$ cat src/rtl/lru4_pkg.sv
package lru4_pkg;
  localparam int NWAY  = 4;
  localparam int WAY_W = $clog2(NWAY);
  localparam int ORD_W = NWAY * (NWAY - 1) / 2;

  typedef logic [ORD_W-1:0] ord_t;
  typedef logic [WAY_W-1:0] way_t;

  // Bit position of pair (lo,hi), lo<hi; pairs ordered lexicographically from the MSB down.
  function automatic int pair_bit(int lo, int hi);
    int k;
    k = 0;
    for (int a = 0; a < lo; a++) k += NWAY - 1 - a;
    k += hi - lo - 1;
    return ORD_W - 1 - k;
  endfunction

  // True when way i was used less recently than way j.
  function automatic logic is_older(ord_t v, int i, int j);
    if (i < j) return v[pair_bit(i, j)];
    return !v[pair_bit(j, i)];
  endfunction

  // True when way w is older than every other way.
  function automatic logic oldest_of_all(ord_t v, int w);
    logic r;
    r = 1'b1;
    for (int x = 0; x < NWAY; x++)
      if (x != w && !is_older(v, w, x)) r = 1'b0;
    return r;
  endfunction

  // A vector is legal when the relation it encodes is transitive.
  function automatic logic order_legal(ord_t v);
    logic ok;
    ok = 1'b1;
    for (int i = 0; i < NWAY; i++)
      for (int j = 0; j < NWAY; j++)
        for (int k = 0; k < NWAY; k++)
          if (i != j && j != k && i != k)
            if (is_older(v, i, j) && is_older(v, j, k) && !is_older(v, i, k)) ok = 1'b0;
    return ok;
  endfunction
endpackage

$ cat src/rtl/lru4_touch.sv
module lru4_touch
  import lru4_pkg::*;
(
  input  ord_t cur,
  input  logic acc_vld,
  input  way_t acc_way,
  output ord_t nxt
);
  for (genvar lo = 0; lo < NWAY; lo++) begin : g_lo
    for (genvar hi = lo + 1; hi < NWAY; hi++) begin : g_hi
      localparam int B = pair_bit(lo, hi);
      always_comb begin
        if (acc_vld && acc_way == way_t'(lo))      nxt[B] = 1'b0; // lo becomes newer
        else if (acc_vld && acc_way == way_t'(hi)) nxt[B] = 1'b1; // lo becomes older
        else                                       nxt[B] = cur[B];
      end
    end
  end
endmodule

$ cat src/rtl/lru4_victim.sv
module lru4_victim
  import lru4_pkg::*;
(
  input  logic clk,
  input  logic por_rst,
  input  ord_t cur,
  output way_t victim
);
  logic [NWAY-1:0] is_oldest;

  for (genvar w = 0; w < NWAY; w++) begin : g_way
    assign is_oldest[w] = oldest_of_all(cur, w);
  end

  always_comb begin
    victim = '0;
    for (int w = NWAY - 1; w >= 0; w--)
      if (is_oldest[w]) victim = way_t'(w);
  end

  // a legal vector names exactly one oldest way
  a_r3_single_oldest: assert property (@(posedge clk) disable iff (por_rst)
    $onehot(is_oldest));
endmodule

$ cat src/rtl/lru4_state_reg.sv
module lru4_state_reg
  import lru4_pkg::*;
(
  input  logic clk,
  input  logic por_rst,
  input  logic man_rst,
  input  logic sw_we,
  input  ord_t sw_wdata,
  input  ord_t upd,
  output ord_t state_q
);
  always_ff @(posedge clk) begin
    if (por_rst)       state_q <= '0;
    else if (!man_rst) state_q <= sw_we ? sw_wdata : upd;
  end

  a_r1_por_clears: assert property (@(posedge clk)
    por_rst |=> state_q == '0);
  a_r2_manual_holds: assert property (@(posedge clk) disable iff (por_rst)
    man_rst |=> $stable(state_q));
  a_r8_write_wins: assert property (@(posedge clk) disable iff (por_rst)
    (sw_we && !man_rst) |=> state_q == $past(sw_wdata));
endmodule

$ cat src/rtl/lru4_order_tracker.sv
module lru4_order_tracker
  import lru4_pkg::*;
(
  input  logic       clk,
  input  logic       por_rst,
  input  logic       man_rst,
  input  logic       acc_vld,
  input  logic [1:0] acc_way,
  input  logic       sw_we,
  input  logic [5:0] sw_wdata,
  output logic [5:0] state_q,
  output logic [1:0] victim
);
  ord_t cur, upd;

  lru4_touch u_touch (
    .cur(cur), .acc_vld(acc_vld), .acc_way(acc_way), .nxt(upd)
  );

  lru4_state_reg u_state (
    .clk(clk), .por_rst(por_rst), .man_rst(man_rst), .sw_we(sw_we),
    .sw_wdata(sw_wdata), .upd(upd), .state_q(cur)
  );

  lru4_victim u_victim (
    .clk(clk), .por_rst(por_rst), .cur(cur), .victim(victim)
  );

  assign state_q = cur;

  // the way just accessed is the most recent, never the victim
  a_r6_mru_not_victim: assert property (@(posedge clk) disable iff (por_rst)
    (acc_vld && !sw_we && !man_rst) |=> victim != $past(acc_way));
  // state remains a legal ordering
  a_r9_legal_state: assert property (@(posedge clk) disable iff (por_rst)
    order_legal(state_q));
endmodule

$ cat config.mk
export PLATFORM = sky130hd
export DESIGN_NAME = lru4_order_tracker
export DESIGN_NICKNAME = d
export VERILOG_FILES = /design/src/rtl/lru4_pkg.sv /design/src/rtl/lru4_touch.sv /design/src/rtl/lru4_victim.sv /design/src/rtl/lru4_state_reg.sv /design/src/rtl/lru4_order_tracker.sv
export SDC_FILE = /design/constraint.sdc
export NUM_CORES = 1
export LEC_CHECK = 0
export ABC_AREA = 1
export CAP_MARGIN = 20
export CORE_AREA = 3 3 40 42
export DETAILED_ROUTE_END_ITERATION = 16
export DIE_AREA = 0 0 43 45
export GPL_ROUTABILITY_DRIVEN = 0
export GPL_TIMING_DRIVEN = 0
export HOLD_SLACK_MARGIN = 0.15
export PLACE_DENSITY = 0.62
export SLEW_MARGIN = 0
export SYNTH_ARGS = -nofsm -noshare
export SYNTH_HDL_FRONTEND = slang
export SYNTH_SLANG_ARGS = --single-unit
$ cat constraint.sdc
create_clock -name clk -period 1 [get_ports clk]
set_input_delay 0.15 -clock clk [delete_from_list [all_inputs] [get_ports clk]]
set_output_delay 0.15 -clock clk [all_outputs]
set_load 0.03 [all_outputs]
==> results.ini <==
[outcome]
status = complete, but fails checks
violations = negative setup slack

[flow_run]
cap_violations = 0

[finish]
top_regs = u_state.state_q (6)
largest_reg_flops = 6
drive_above_1_share = 0.308
antenna_cells = 0
nets = 105
syn2layout_area_growth_pct = 71.7
top_register = u_state.state_q

[sta]
fin_ws_ns = -0.173
hold_ws_ns = 0.388
drv_slew = 0
grt_setup_unrepaired = yes
slew_headroom = 0.803
fin_crit_ns = 1.17
hold_viol = 0
fmax_mhz = 852
worst_pin_slew_ns = 0.296
skew_ns = 0
timing.final.crit_share = 1.17
setup_viol_count_final = 3
setup_tns_ns = -0.461

[floorplan]
ios = 21
die_h_um = 45
die_x_um = 43
start_util = 0.307
design.core.area_mm2 = 0.00128
die-area_mm2 = 0.00194
fp-row-count = 13

[synth]
yosysMostFrequentCell = nand2_1
synth_top_area_frac = 0.305
synthArstFlopShare = 0
synthTopCellsByArea = dfxtp_1 (30%), nand2_1 (19%), a21oi_1 (10%), nand3_1 (10%), inv_1 (9.5%)
ys_top_cells_by_count = nand2_1 (20), inv_1 (10), a21oi_1 (8), nand3_1 (8)
ys_seq_area_frac = 0.305
synth_ff_type = dfxtp_1
synth_cells = 67
synth_edf_count = 0
synth_area_um2 = 394
synth_cell_type_count = 12
avgSynthCellArea_um2 = 5.88
synth_nets = 80
synth_warnings = 0
synth_top_area_cell = dfxtp_1
ys_ff_latch = 6

[setup_path]
arrival_ns = 1.02
path_cells = inv_4 -> o31ai_4 -> buf_6
worstSetupPathType = reg2out
slowest_stage = dfxtp_4
critPathCaptureType = output port
cp.required_ns = 0.85
cp_max_fo = 3
cp-start-kind = flip-flop
cpPeakStageDelay_ns = 0.35

[place]
port_buffers = 20
post-dp-hpwl_um = 858
post-place-ws_ns = -0.596

[power]
power_density_mw_per_mm2 = 1250
peakVddDrop_v = 0.000578
p_leak_nw = 0.343

[routing]
ant_nets = 0
dr.first_iter.drc_count = 5
drc_errors = 0
drt-pass1-iter-count = 4
wire_per_inst_um = 10.1
vias = 493
avgViaCountPerCell = 4.65
drt-total-wl_mm = 1.07

[clock_network]
cts_setup_buffers = 0
cts_htree_levels = 1
holdBufCountCts = 0
clkSinkCount = 6
clk_transition_reported_paths_ns = 0.05
clock_path_buffers = 2
clock-root-buffer = clkbuf_4
clkLatencyLatePin_ns = 0.25
cts_tree = yes
cts_buffers = 3

[global_routing]
grt_usage = 0.132
grt_overflow_total = 0
grt_pass1_wl_mm = 1.88
grt_pass1_vias = 464
grt_max_degree = 10
antenna_found_initial = 0

[hold_path]
hp-class = in2reg

[through the flow]
| stage | instances | util | instance area, um^2 | total power, W |
|---|---|---|---|---|
| after floorplan | 67 | - | 437 | 0.000461 |
| after global placement | 102 | 0.510 | 656 | 0.000597 |
| after CTS | 106 | 0.527 | 677 | 0.000865 |
| after detailed placement | 102 | 0.510 | 656 | 0.000598 |
| final | 106 | 0.527 | 677 | 0.000846 |
| after global routing | 106 | 0.527 | 677 | 0.000913 |
[power breakdown]
group          leakage [nW]  internal [W]  switching [W]
registers            0.0526      0.000259      0.0000200
logic                 0.275      0.000132       0.000177
clock network        0.0150      0.000152       0.000105
total                 0.343      0.000543       0.000303
[layer usage]
| layer | wire, um | vias to the layer above | global-route usage |
|---|---|---|---|
| met5 | 0 | - | 0 |
| met4 | 11 | 0 | 0.0723 |
| met3 | 92 | 2 | 0.0637 |
| met2 | 472 | 17 | 0.201 |
| met1 | 494 | 213 | 0.153 |
| li1 | - | 261 | - |
[cells in the final DEF (no fill, tap or decap), drive strengths merged]
master / n
nand3: 8
o21ai: 1
dfxtp: 6
nand2: 23
clkbuf: 4
clkdlybuf4s50: 7
buf: 7
dlygate4sd2: 4
o21a: 1
o31ai: 2
a21oi: 9
nor2: 6
dlymetal6s2s: 2
inv: 11
[final timing paths]
kind | startpoint | end | slack, ns | depth (start not counted)
min | acc_way[1] | u_state.state_q[2]$_SDFFE_PP0P_ | 0.39 | 5
max | u_state.state_q[1]$_SDFFE_PP0P_ | victim[0] | -0.17 | 3
max reg2reg | u_state.state_q[5]$_SDFFE_PP0P_ | u_state.state_q[5]$_SDFFE_PP0P_ | 0.34 | 4
min reg2reg | u_state.state_q[4]$_SDFFE_PP0P_ | u_state.state_q[4]$_SDFFE_PP0P_ | 0.47 | 2
[timing repair]
action,in CTS,in global routing
gates resized for setup,48,3
pin swaps,3,0
setup endpoints to repair,14,10
[cell type report]
type / count / area [um^2]
clock buffer: 4 / 26.3
inverter: 11 / 46.3
timing repair buffer: 20 / 178
multi-input combinational: 50 / 273
sequential: 6 / 135
fill: 139 / 608
tap: 15 / 18.8
[critical path: cells and delay by family, from the launching register on]
family / cells / cell delay, ns
buffers and inverters: 2 / 0.21
DFF: 1 / 0.35
AOI/OAI and AO/OA: 1 / 0.22
[kinds of logic (layout without fill, tap and decap cells)]
| logic type | Yosys count | after routing | synth area share |
|---|---|---|---|
| and+or+nand+nor | 37 | 37 | 0.397 |
| AOI/OAI and AO/OA | 13 | 13 | 0.194 |
| buffers and inverters | 11 | 35 | 0.105 |
| DFF | 6 | 6 | 0.305 |
No activity file was read; power rests on OpenSTA's default activity.
